<file path="src/rtl/div_cfg_pkg.sv">
package div_cfg_pkg;

    localparam int M_W     = 9;
    localparam int R_W     = 6;
    localparam int A_W     = 4;
    localparam int ENH_W   = 8;
    localparam int DATA_W  = 8;
    localparam int WORD_W  = 1 + M_W + R_W + A_W;
    localparam int SYNC_STAGES = 2;

    // indices into the synchronized input vector
    localparam int IX_SCLK   = 0;
    localparam int IX_SDATA  = 1;
    localparam int IX_LOADN  = 2;
    localparam int IX_ENH    = 3;
    localparam int IX_HOP    = 4;
    localparam int IX_MLO    = 5;
    localparam int IX_MHI    = 6;
    localparam int IX_AWR    = 7;
    localparam int IX_MDIR   = 8;
    localparam int IX_MSER   = 9;
    localparam int IX_SSEL   = 10;
    localparam int IX_PSEL   = 11;
    localparam int IX_PDATA  = 12;
    localparam int IX_DIRA   = IX_PDATA + DATA_W;
    localparam int SYNC_W    = IX_DIRA + A_W;

    typedef struct packed {
        logic           pre;   // 1 = prescaler bypassed
        logic [M_W-1:0] m;
        logic [R_W-1:0] r;
        logic [A_W-1:0] a;
    } div_word_t;

    typedef enum logic [1:0] {
        PM_PAR = 2'd0,
        PM_SER = 2'd1,
        PM_DIR = 2'd2
    } port_mode_e;

    function automatic port_mode_e decode_mode(logic dir, logic ser);
        if (dir)      return PM_DIR;
        else if (ser) return PM_SER;
        else          return PM_PAR;
    endfunction

    function automatic div_word_t put_m_lo(div_word_t w, logic [DATA_W-1:0] d);
        div_word_t n = w;
        n.pre    = d[7];
        n.m[6:0] = d[6:0];
        return n;
    endfunction

    function automatic div_word_t put_m_hi(div_word_t w, logic [DATA_W-1:0] d);
        div_word_t n = w;
        n.r[5:4] = d[3:2];
        n.m[8:7] = d[1:0];
        return n;
    endfunction

    function automatic div_word_t put_a(div_word_t w, logic [DATA_W-1:0] d);
        div_word_t n = w;
        n.r[3:0] = d[7:4];
        n.a      = d[3:0];
        return n;
    endfunction

endpackage

</file>
<file path="src/rtl/div_cfg_sync.sv">
module div_cfg_sync #(
    parameter int W      = 8,
    parameter int STAGES = 2
) (
    input  logic         clk,
    input  logic         rst,
    input  logic [W-1:0] async_i,
    output logic [W-1:0] lvl_o,
    output logic [W-1:0] rise_o
);
    logic [W-1:0] stg [STAGES];
    logic [W-1:0] prev_q;

    genvar g;
    generate
        for (g = 0; g < STAGES; g++) begin : g_stage
            if (g == 0) begin : g_first
                always_ff @(posedge clk) begin
                    if (rst) stg[0] <= '0;
                    else     stg[0] <= async_i;
                end
            end else begin : g_next
                always_ff @(posedge clk) begin
                    if (rst) stg[g] <= '0;
                    else     stg[g] <= stg[g-1];
                end
            end
        end
    endgenerate

    always_ff @(posedge clk) begin
        if (rst) prev_q <= '0;
        else     prev_q <= stg[STAGES-1];
    end

    assign lvl_o  = stg[STAGES-1];
    assign rise_o = stg[STAGES-1] & ~prev_q;
endmodule

</file>
<file path="src/rtl/div_cfg_regs.sv">
module div_cfg_regs
    import div_cfg_pkg::*;
(
    input  logic              clk,
    input  logic              rst,
    input  port_mode_e        mode,
    input  logic              sdata,
    input  logic              load_n_lvl,
    input  logic              enh_lvl,
    input  logic              sclk_rise,
    input  logic              load_rise,
    input  logic              hop_rise,
    input  logic              mlo_rise,
    input  logic              mhi_rise,
    input  logic              a_rise,
    input  logic              enh_rise,
    input  logic [DATA_W-1:0] pdata,
    output div_word_t         prim_o,
    output div_word_t         sec_o,
    output logic [ENH_W-1:0]  enh_o
);
    div_word_t        prim_q, sec_q;
    logic [ENH_W-1:0] enh_q;

    logic shift_en;
    assign shift_en = (mode == PM_SER) && sclk_rise && !load_n_lvl;

    // working word
    always_ff @(posedge clk) begin
        if (rst) begin
            prim_q <= '0;
        end else if (shift_en && !enh_lvl) begin
            prim_q <= div_word_t'({prim_q[WORD_W-2:0], sdata});
        end else if (mode == PM_PAR) begin
            if (mlo_rise)      prim_q <= put_m_lo(prim_q, pdata);
            else if (mhi_rise) prim_q <= put_m_hi(prim_q, pdata);
            else if (a_rise)   prim_q <= put_a(prim_q, pdata);
        end
    end

    // enhancement byte
    always_ff @(posedge clk) begin
        if (rst) begin
            enh_q <= '0;
        end else if (shift_en && enh_lvl) begin
            enh_q <= {enh_q[ENH_W-2:0], sdata};
        end else if (mode == PM_PAR && enh_rise) begin
            enh_q <= pdata;
        end
    end

    // held word: whole-word transfer
    logic xfer;
    assign xfer = (mode != PM_DIR) && (hop_rise || (mode == PM_SER && load_rise));

    always_ff @(posedge clk) begin
        if (rst)       sec_q <= '0;
        else if (xfer) sec_q <= prim_q;
    end

    assign prim_o = prim_q;
    assign sec_o  = sec_q;
    assign enh_o  = enh_q;
endmodule

</file>
<file path="src/rtl/div_cfg_outsel.sv">
module div_cfg_outsel
    import div_cfg_pkg::*;
(
    input  port_mode_e        mode,
    input  logic              sel_ser,
    input  logic              sel_par,
    input  div_word_t         prim,
    input  div_word_t         sec,
    input  logic [DATA_W-1:0] pins_d,
    input  logic [A_W-1:0]    pins_a,
    output div_word_t         word_o
);
    always_comb begin
        word_o = '0;
        unique case (mode)
            PM_DIR: begin
                word_o.pre    = pins_d[7];
                word_o.m[6:0] = pins_d[6:0];
                word_o.a      = pins_a;
            end
            PM_SER:  word_o = sel_ser ? prim : sec;
            default: word_o = sel_par ? prim : sec;
        endcase
    end
endmodule

</file>
<file path="src/rtl/synth_div_cfg.sv">
module synth_div_cfg
    import div_cfg_pkg::*;
(
    input  logic              clk,
    input  logic              rst,
    input  logic              mode_direct_i,
    input  logic              mode_serial_i,
    input  logic              ser_clk_i,
    input  logic              ser_data_i,
    input  logic              ser_load_n_i,
    input  logic              enh_wr_i,
    input  logic              hop_wr_i,
    input  logic              m_lo_wr_i,
    input  logic              m_hi_wr_i,
    input  logic              a_wr_i,
    input  logic              sel_ser_i,
    input  logic              sel_par_i,
    input  logic [DATA_W-1:0] pdata_i,
    input  logic [A_W-1:0]    dir_a_i,
    output logic              pre_bypass_o,
    output logic [M_W-1:0]    m_cnt_o,
    output logic [R_W-1:0]    r_cnt_o,
    output logic [A_W-1:0]    a_cnt_o,
    output logic [ENH_W-1:0]  enh_o
);
    logic [SYNC_W-1:0] raw, lvl, rise;

    always_comb begin
        raw = '0;
        raw[IX_SCLK]  = ser_clk_i;
        raw[IX_SDATA] = ser_data_i;
        raw[IX_LOADN] = ser_load_n_i;
        raw[IX_ENH]   = enh_wr_i;
        raw[IX_HOP]   = hop_wr_i;
        raw[IX_MLO]   = m_lo_wr_i;
        raw[IX_MHI]   = m_hi_wr_i;
        raw[IX_AWR]   = a_wr_i;
        raw[IX_MDIR]  = mode_direct_i;
        raw[IX_MSER]  = mode_serial_i;
        raw[IX_SSEL]  = sel_ser_i;
        raw[IX_PSEL]  = sel_par_i;
        raw[IX_PDATA +: DATA_W] = pdata_i;
        raw[IX_DIRA  +: A_W]    = dir_a_i;
    end

    div_cfg_sync #(.W(SYNC_W), .STAGES(SYNC_STAGES)) u_sync (
        .clk(clk), .rst(rst), .async_i(raw), .lvl_o(lvl), .rise_o(rise)
    );

    port_mode_e mode;
    assign mode = decode_mode(lvl[IX_MDIR], lvl[IX_MSER]);

    div_word_t        prim_q, sec_q, out_w;
    logic [ENH_W-1:0] enh_q;

    div_cfg_regs u_regs (
        .clk        (clk),
        .rst        (rst),
        .mode       (mode),
        .sdata      (lvl[IX_SDATA]),
        .load_n_lvl (lvl[IX_LOADN]),
        .enh_lvl    (lvl[IX_ENH]),
        .sclk_rise  (rise[IX_SCLK]),
        .load_rise  (rise[IX_LOADN]),
        .hop_rise   (rise[IX_HOP]),
        .mlo_rise   (rise[IX_MLO]),
        .mhi_rise   (rise[IX_MHI]),
        .a_rise     (rise[IX_AWR]),
        .enh_rise   (rise[IX_ENH]),
        .pdata      (lvl[IX_PDATA +: DATA_W]),
        .prim_o     (prim_q),
        .sec_o      (sec_q),
        .enh_o      (enh_q)
    );

    div_cfg_outsel u_outsel (
        .mode    (mode),
        .sel_ser (lvl[IX_SSEL]),
        .sel_par (lvl[IX_PSEL]),
        .prim    (prim_q),
        .sec     (sec_q),
        .pins_d  (lvl[IX_PDATA +: DATA_W]),
        .pins_a  (lvl[IX_DIRA +: A_W]),
        .word_o  (out_w)
    );

    assign pre_bypass_o = out_w.pre;
    assign m_cnt_o      = out_w.m;
    assign r_cnt_o      = out_w.r;
    assign a_cnt_o      = out_w.a;
    assign enh_o        = enh_q;
endmodule

</file>
<file path="config.mk">
export PLATFORM = sky130hd
export DESIGN_NAME = synth_div_cfg
export DESIGN_NICKNAME = d
export VERILOG_FILES = /design/src/rtl/div_cfg_pkg.sv /design/src/rtl/div_cfg_sync.sv /design/src/rtl/div_cfg_regs.sv /design/src/rtl/div_cfg_outsel.sv /design/src/rtl/synth_div_cfg.sv
export SDC_FILE = /design/constraint.sdc
export NUM_CORES = 1
export LEC_CHECK = 0
export ABC_AREA = 1
export BUFFER_PORTS_ARGS = -buffer_cell sky130_fd_sc_hd__clkbuf_2
export CORE_MARGIN = 1
export CORE_UTILIZATION = 45
export DETAILED_ROUTE_END_ITERATION = 7
export PLACE_DENSITY = 0.73
export SLEW_MARGIN = 25
export SYNTH_ARGS = -nofsm -noshare
export SYNTH_HDL_FRONTEND = slang
export SYNTH_SLANG_ARGS = --single-unit
</file>
<file path="constraint.sdc">
create_clock -name clk -period 2.2 [get_ports clk]
set_clock_uncertainty 0.2 [all_clocks]
set_input_delay 0.33 -clock clk [delete_from_list [all_inputs] [get_ports clk]]
set_output_delay 0.33 -clock clk [all_outputs]
set_load 0.01 [all_outputs]
</file>
=== After elaboration in Yosys (flattened, before gate mapping) ===
Memory sizes are Yosys's and may differ from the RTL's.
Cells that the tools add are included.

* Eq/ne operators: 5
* Muxes and demuxes: 21
* Bitwise operators: 4
* Reduce and logical (&&, ||, !) cells: 19

{| class="wikitable"
|+ Operators by type and width
! kind !! number
|-
| two-way mux 20 bit || 5
|-
| two-way mux 24 bit || 2
|-
| two-way mux 8 bit || 3
|-
| two-way mux 19 bit || 1
|-
| case mux 7 bit (2 select lines) || 1
|-
| case mux 6 bit (2 select lines) || 1
|-
| nonzero test 2 bit || 5
|-
| AND 8 bit || 1
|-
| NOT 8 bit || 1
|-
| case mux 4 bit (2 select lines) || 1
|-
| logical AND 1 bit || 7
|-
| two-way mux 1 bit || 4
|-
| inequality test 2 x 1 -> 1 bit (second input constant) || 2
|-
| case mux 2 bit (2 select lines) || 1
|-
| AND reduction 4 bit || 1
|-
| AND reduction 3 bit || 1
|-
| == test 2 x 1 -> 1 bit (second input constant) || 1
|-
| == test 2 bit (second input constant) || 1
|-
| zero test 1 bit || 2
|-
| zero test 2 bit || 1
|-
| two-way mux 2 bit || 1
|-
| inequality test 2 bit (second input constant) || 1
|-
| bitwise OR 1 bit || 2
|-
| case mux 1 bit (2 select lines) || 1
|-
| other kinds (2) || 2
|}

* Register bits: 56
* Bits in writable memories: 48
* Bits of input ports: 26
* Logic and storage cells: 62
* Memories kept: 1

{| class="wikitable"
|+ Memory list
! name !! words !! bits a word !! read ports !! clocked after Yosys merged registers in !! write ports !! line !! RTL
|-
| u_sync.stg || 2 || 24 || 2 || 0 || 2 || div_cfg_sync.sv:11 || <nowiki>logic [W-1:0] stg [STAGES];</nowiki>
|}

=== Longest topological paths before layout ===
Gate-level depths: netlist (run 1).
An unclocked memory read counts as a cell.

* Depth after elaboration: 9
* Gate-level depth with buffers: 10
* Depth with buffers taken out: 9

=== By module ===
Synthesis (run 1) repeated with hierarchy kept, for this count alone.

* Cell total of the unflattened synthesis: 805
* Area total of the unflattened synthesis: 5393.9 sq um

{| class="wikitable"
|+ By module, submodules not included
! module !! instances !! cells each !! area each (sq um)
|-
| div_cfg_regs || 1 || 342 || 2260.9
|-
| div_cfg_sync || 1 || 248 || 2162.1
|-
| div_cfg_outsel || 1 || 213 || 960.9
|-
| synth_div_cfg || 1 || 2 || 10.0
|}

=== Worst setup path before layout (run 1) ===
OpenSTA, ideal clock, no wires.

* Path type: reg2out
* Start point: memory u_sync.stg[1][8] (netlist name)
* End point: output a_cnt_o[0]
* Arrival: 1.273 ns
* Required time: 1.670 ns
* Setup slack: 0.397 ns
* Stages on the path, launching flop included: 7
* Cells stage by stage: dfxtp_1 -> inv_4 -> nand2_4 -> nor2_1 -> buf_2 -> a22oi_1 -> o2111ai_1

{| class="wikitable"
|+ RTL lines
! item !! line !! RTL
|-
| from (decl) || div_cfg_sync.sv:11 ||
|-
| to (decl) || synth_div_cfg.sv:23 || <nowiki>output logic [A_W-1:0] a_cnt_o,</nowiki>
|}

==> impl_metrics.env, run 1 <==
export IMPL_ant_nets=0
export IMPL_die_area_um2=10000
export IMPL_peakVddDrop_mv=0.480
export IMPL_dp_hpwl_um=6990
export IMPL_met3_length_um=714
export IMPL_fin_nets=720
export IMPL_postPlaceCellArea_um2=4730
export IMPL_min_path_type="flip-flop to flip-flop"
export IMPL_cts_buffers_inserted=9
export IMPL_grt_pass1_vias=3773
export IMPL_seqPwrFrac_pct=53.6
export IMPL_synth_area_um2=4330
export IMPL_syn_inst=605
export IMPL_clockBufferDepth=2
export IMPL_yosys_top_cells_area="dfxtp_1, nor2_1, nand2_1"
export IMPL_setup_viol=2
export IMPL_layout_common_cells="nor2_1, nand2_1, dfxtp_1"
export IMPL_instances_no_fill=828
export IMPL_cts_tree="built"
export IMPL_cts_root_buf="clkbuf_8"
export IMPL_area_growth_pct=27.5
export IMPL_max_slew_margin_pct=64.2
export IMPL_final_util_pct=59.5
export IMPL_die_height_um=100
export IMPL_wl_per_cell_um=13.1
export IMPL_finalHoldViolations=0
export IMPL_num_rows=35
export IMPL_viasPerCell=5.00
export IMPL_power_leakage_nw=2.56
export IMPL_cp_max_fo=8
export IMPL_syn_nets=631
export IMPL_timing_final_crit_share_pct=101
export IMPL_synth_area_leader_cell="dfxtp_1"
export IMPL_mostFrequentLayoutCell="nor2_1"
export IMPL_fin_ws_ns=-0.0142
export IMPL_ys_types=27
export IMPL_dp_slack_ns=0.217
export IMPL_die_w_um=100
export IMPL_startpoint_type="flip-flop"
export IMPL_drcViolationCount=0
export IMPL_met2_length_um=5100
export IMPL_status="complete, but fails checks"
export IMPL_combinationalPowerShare_pct=11.3
export IMPL_portBuffers=53
export IMPL_finalInstanceArea_um2=5530
export IMPL_yosysTopAreaCellShare_pct=47.6
export IMPL_core_area_um2=9280
export IMPL_finalWeightedCongestion=0.912
export IMPL_io_pin_count=54
export IMPL_cts_sinks=103
export IMPL_routed_wl_um=10800
export IMPL_syn_mean_instance_area_um2=7.16
export IMPL_endpoint_kind="output port"
export IMPL_internal_power_w=0.00271
export IMPL_ys_warn_count=0
export IMPL_synth_seq_cells=103
export IMPL_rsz0062_at_grt="yes"
export IMPL_grt_antenna_before_repair=0
export IMPL_slew_viol_final=0
export IMPL_grt_pass1_wl_um=17000
export IMPL_p_switching_w=0.00104
export IMPL_clk_latency_ns=0.38
export IMPL_grt_overflow_total=0
export IMPL_wl_met1_um=4610
export IMPL_path_clk_slew_ns=0.11
export IMPL_dp_cells=773
export IMPL_p_clk_share_pct=35.1
export IMPL_pwr_density_cell_nw_per_um2=678
export IMPL_worst_pin_slew_ns=0.537
export IMPL_drt_initial_drc_count=212
export IMPL_cap_violations=0
export IMPL_violations="negative setup slack"
export IMPL_grt_max_degree=60
export IMPL_dr_pass1_iters=5
export IMPL_dr_max_layer_used="met4"
export IMPL_fmax_ghz=0.452
export IMPL_worstPathRequired_ns=1.67
export IMPL_finalPower_w=0.00375
export IMPL_layout_min_cycle_time_ns=2.21
export IMPL_initial_core_util_pct=46.7
export IMPL_layout_drive_gt1_share_pct=20.2
export IMPL_critPathArrivalTime_ns=1.68
export IMPL_path_class="flip-flop to output port"
export IMPL_ys_seq_area_share_pct=47.6
export IMPL_grtUsageTotal_pct=21.6
export IMPL_n_antenna_cell=0
export IMPL_htreeDepth=3
export IMPL_p_sw_share_pct=27.8
export IMPL_num_vias=4140
-- state kept, by name, indices dropped and copies added, names as in the netlist --
name,count
u_sync.stg,48
u_sync.prev_q,7
u_regs.sec_o,20
u_regs.enh_o,8
u_regs.prim_o,20
-- layer usage --
layer,global-route usage (%),vias up
met3,5.15,44
met5,0,-
met2,35.8,195
met1,26.9,1840
li1,-,2061
met4,9.03,0
-- final cells by class --
cell class / count / area, um2
fill: 838 / 3760
sequential: 103 / 2070
multi-input combinational: 375 / 1900
timing repair buffer: 104 / 752
inverter: 101 / 402
tap: 129 / 161
clock buffer: 9 / 124
clock inverter: 7 / 115
-- power groups by stage --
stage,clock (W),combinational (W),sequential (W)
4_1_cts,0.00135,0.000388,0.00200
5_1_grt,0.00143,0.000472,0.00202
3_3_place_gp,0,0.000326,0.00204
3_5_place_dp,0,0.000335,0.00204
2_1_floorplan,0,0.000231,0.00203
6_report,0.00132,0.000424,0.00201
-- metrics by stage --
stage / hold WS, ns / TNS (ns)
global route: 0.219 / -1.11
CTS: 0.208 / -0.0261
global placement: 0.191 / 0
finish: 0.203 / -0.0259
floorplan: 0.188 / 0
detailed placement: 0.194 / 0
-- path summary, 6_finish.rpt --
check	startpoint	end	slack [ns]	depth (start not counted)
worst min-delay path	u_sync.stg[0][10]$_SDFF_PP0_	u_sync.stg[1][10]$_SDFF_PP0_	0.20	2
worst max register to register	u_sync.stg[1][8]$_SDFF_PP0_	u_regs.prim_o[13]$_SDFFE_PP0P_	0.13	9
worst max-delay path	u_sync.stg[1][8]$_SDFF_PP0_	m_cnt_o[0]	-0.01	7
worst min register to register	u_sync.stg[0][10]$_SDFF_PP0_	u_sync.stg[1][10]$_SDFF_PP0_	0.20	2
-- worst max-delay path, cell delays in order (launching register included) --
cell	delay (ns)
dfxtp_4	0.40
clkinv_8	0.08
nand2_8	0.09
nor2_4	0.04
buf_4	0.17
a22oi_1	0.21
o2111ai_2	0.15
clkbuf_2	0.16
-- cell families (layout without fill, tap and decap cells) --
logic type	after synthesis	after routing	synth area share, %
buffers and inverters	127	221	11.9
flip-flops	103	103	47.6
AND/OR/NAND/NOR	271	271	25.8
AO/OA/AOI/OAI	104	104	14.7
-- synthesized netlist by cell type --
| cell type | number |
|---|---|
| nor2_1 | 127 |
| o21ai_4 | 1 |
| clkbuf_2 | 1 |
| nor3_4 | 1 |
| o211ai_1 | 4 |
| o21ai_0 | 48 |
| buf_4 | 4 |
| clkbuf_1 | 13 |
| a21oi_1 | 21 |
| o221ai_1 | 1 |
| nor3_1 | 12 |
| nand2_2 | 1 |
| nand3b_1 | 4 |
| dfxtp_1 | 103 |
| inv_4 | 2 |
| inv_1 | 99 |
| or2_2 | 3 |
| o2111ai_1 | 15 |
| nand3_1 | 10 |
| nand2_4 | 3 |
| a21boi_0 | 3 |
| nand2_1 | 109 |
| a22oi_1 | 10 |
| buf_6 | 1 |
| nand3_4 | 1 |
| buf_2 | 7 |
| o21ai_2 | 1 |
-- what timing repair did --
item	CTS	global route
gates cloned	1	1
hold buffers	24	0
endpoints found under the setup margin	19	27
endpoints found under the hold margin	24	0
setup buffers	7	7
pin swaps	4	15
resized for setup	20	50
No activity file was read; power rests on OpenSTA's default activity.
==> run 2: changes to the inputs <==
--- a/config.mk
+++ b/config.mk
@@ -11,6 +11,7 @@
 export CORE_UTILIZATION = 45
 export DETAILED_ROUTE_END_ITERATION = 7
 export PLACE_DENSITY = 0.73
+export REMOVE_ABC_BUFFERS = 1
 export SLEW_MARGIN = 25
 export SYNTH_ARGS = -nofsm -noshare
 export SYNTH_HDL_FRONTEND = slang
==> run 2 against run 1 <==
Net effect:
- the flow now finishes without violations
- design area shrank 1.4%
- utilization fell by 0.81 points
- clock-buffer cell count up 2
- total power down 1.1%
- critical path depth is the same
- routed wire length fell by 6.1%
- die area unchanged
- global-route usage decreased by 0.88 points
- via count shrank 0.63%
- first-iteration DRC count increased by 25%
- sequential power about the same
- critical endpoint is now a_cnt_o[0]
- largest power group unchanged
==> impl_metrics.env, run 2 (same netlist as run 1, synthesis figures left out) <==
export IMPL_status="completed"
export IMPL_die_w_um=100
export IMPL_rrSetupSlack_ns=0.22
export IMPL_path_clk_slew_ns=0.09
export IMPL_viasPerCell=4.97
export IMPL_die_area_um2=10000
export IMPL_htreeDepth=3
export IMPL_grt_overflow_total=0
export IMPL_mostFrequentLayoutCell="nor2_1"
export IMPL_clockBufferDepth=2
export IMPL_cts_buffers_inserted=9
export IMPL_hold_end="u_sync.stg[1][10]$_SDFF_PP0_"
export IMPL_seqPwrFrac_pct=53.9
export IMPL_cp_max_fo=6
export IMPL_layout_common_cells="nor2_1, nand2_1, dfxtp_1"
export IMPL_p_clk_share_pct=35.0
export IMPL_critPathArrivalTime_ns=1.65
export IMPL_finalWeightedCongestion=0.868
export IMPL_endpoint_kind="output port"
export IMPL_cts_tree="built"
export IMPL_path_class="flip-flop to output port"
export IMPL_grt_pass1_wl_um=16600
export IMPL_grt_max_degree=60
export IMPL_layout_min_cycle_time_ns=2.18
export IMPL_portBuffers=53
export IMPL_area_growth_pct=25.8
export IMPL_fin_nets=719
export IMPL_die_height_um=100
export IMPL_dr_pass1_iters=5
export IMPL_drt_initial_drc_count=266
export IMPL_regArea_um2=2070
export IMPL_min_path_type="flip-flop to flip-flop"
export IMPL_instances_no_fill=827
export IMPL_pwr_density_cell_nw_per_um2=680
export IMPL_worst_pin_slew_ns=0.551
export IMPL_clk_latency_ns=0.36
export IMPL_wl_per_cell_um=12.3
export IMPL_timing_final_crit_share_pct=99.1
export IMPL_multi_input_area_um2=1870
export IMPL_max_slew_margin_pct=63.2
export IMPL_cap_violations=0
export IMPL_peakVddDrop_mv=0.598
export IMPL_routed_wl_um=10200
export IMPL_io_pin_count=54
export IMPL_dp_cells=774
export IMPL_worstRegToRegCells=8
export IMPL_cts_sinks=103
export IMPL_fill_cells=859
export IMPL_rsz0062_at_grt="yes"
export IMPL_rr_endpoint="u_regs.sec_o[5]$_SDFFE_PP0P_"
export IMPL_setup_viol=0
export IMPL_num_vias=4114
export IMPL_internal_power_w=0.00279
export IMPL_worstHoldStart="u_sync.stg[0][10]$_SDFF_PP0_"
export IMPL_initial_core_util_pct=46.7
export IMPL_top_register="u_sync.stg"
export IMPL_setup_tns_ns=0
export IMPL_rr_startpoint="u_sync.stg[1][8]$_SDFF_PP0_"
export IMPL_layout_drive_gt1_share_pct=18.9
export IMPL_dp_hpwl_um=6700
export IMPL_finalHoldViolations=0
export IMPL_cts_root_buf="clkbuf_8"
export IMPL_largest_register_ffs=48
export IMPL_grt_antenna_before_repair=0
export IMPL_combinationalPowerShare_pct=11.0
export IMPL_core_area_um2=9280
export IMPL_grtUsageTotal_pct=20.7
export IMPL_p_sw_share_pct=24.7
export IMPL_worstPathRequired_ns=1.67
export IMPL_grt_pass1_vias=3817
export IMPL_fmax_ghz=0.458
export IMPL_drcViolationCount=0
export IMPL_power_leakage_nw=2.52
export IMPL_n_antenna_cell=0
export IMPL_slew_viol_final=0
export IMPL_startpoint_type="flip-flop"
export IMPL_num_rows=35
export IMPL_min_path_cells=2
export IMPL_ant_nets=0
export IMPL_p_switching_w=0.000915
[run 2: cell count changes in the layout (fill, tap and decap cells not counted), sizes merged]
cell	previous run	this run
buf	40	36
bufinv	1	2
clkbuf	49	54
clkinv	5	3
clkinvlp	0	1
inv	102	100
[run 2: worst max-delay path by stage]
stage	from	endpoint	slack, ns	cells past startpoint
floorplan	u_sync.stg[1][5]$_SDFF_PP0_	u_regs.prim_o[10]$_SDFFE_PP0P_	0.09	7
global placement	u_sync.stg[1][8]$_SDFF_PP0_	r_cnt_o[1]	0.21	7
detailed placement	u_sync.stg[1][8]$_SDFF_PP0_	m_cnt_o[6]	0.13	8
CTS	u_sync.stg[1][8]$_SDFF_PP0_	m_cnt_o[6]	0.0008	8
global route	u_sync.stg[1][8]$_SDFF_PP0_	a_cnt_o[0]	-0.06	7
finish	u_sync.stg[1][8]$_SDFF_PP0_	a_cnt_o[0]	0.02	7
[run 2: layout make-up]
class	instances	share of cell area, %
clock buffer	11	2.59
multi-input combinational	375	34.3
inverter	101	7.39
clock inverter	5	1.45
tap	129	2.96
sequential	103	38.0
timing repair buffer	103	13.3
[run 2: power by group through the flow]
stage	Clock (W)	Sequential, W	Combinational [W]
final	0.00130	0.00200	0.000410
after global routing	0.00141	0.00201	0.000457
after CTS	0.00133	0.00200	0.000389
after detailed placement	0	0.00204	0.000332
after global placement	0	0.00204	0.000323
after floorplan	0	0.00203	0.000206
[run 2: stage by stage]
stage	hold WS, ns	area [um2]	util, %	setup slack (ns)	power, W
final	0.200	5450	58.7	0.0189	0.00371
after global routing	0.212	5450	58.7	-0.0638	0.00387
after CTS	0.198	5310	57.2	0.000847	0.00371
after detailed placement	0.194	4730	50.9	0.129	0.00237
after global placement	0.190	4730	50.9	0.205	0.00236
after floorplan	0.188	4200	-	0.0948	0.00223
[run 2: critical path, stage by stage (launching register included)]
cell	delay, ns
dfxtp_4	0.40
clkinv_8	0.08
nand2_8	0.09
nor2_4	0.04
buf_6	0.14
a22oi_2	0.19
o2111ai_2	0.17
buf_2	0.18
[run 2: per-layer routing]
metal  routed length (um)  track usage (%)  up-vias  part of all wire, %
li1                     -                -     2058                    -
met1                 4370             24.4     1887                   43
met2                 4900             34.4      142                   48
met3                  641             6.62       27                  6.3
met4                  249             9.59        0                  2.5
met5                    0                0        -                    0
[run 2: what timing repair did]
item / 4_1_cts / 5_1_grt
buffers inserted: 6 / 5
hold endpoints to repair: 24 / 0
pin swaps: 3 / 11
hold buffers: 24 / 0
resized for setup: 19 / 37
endpoints found under the setup margin: 19 / 19
cloned: 2 / 0
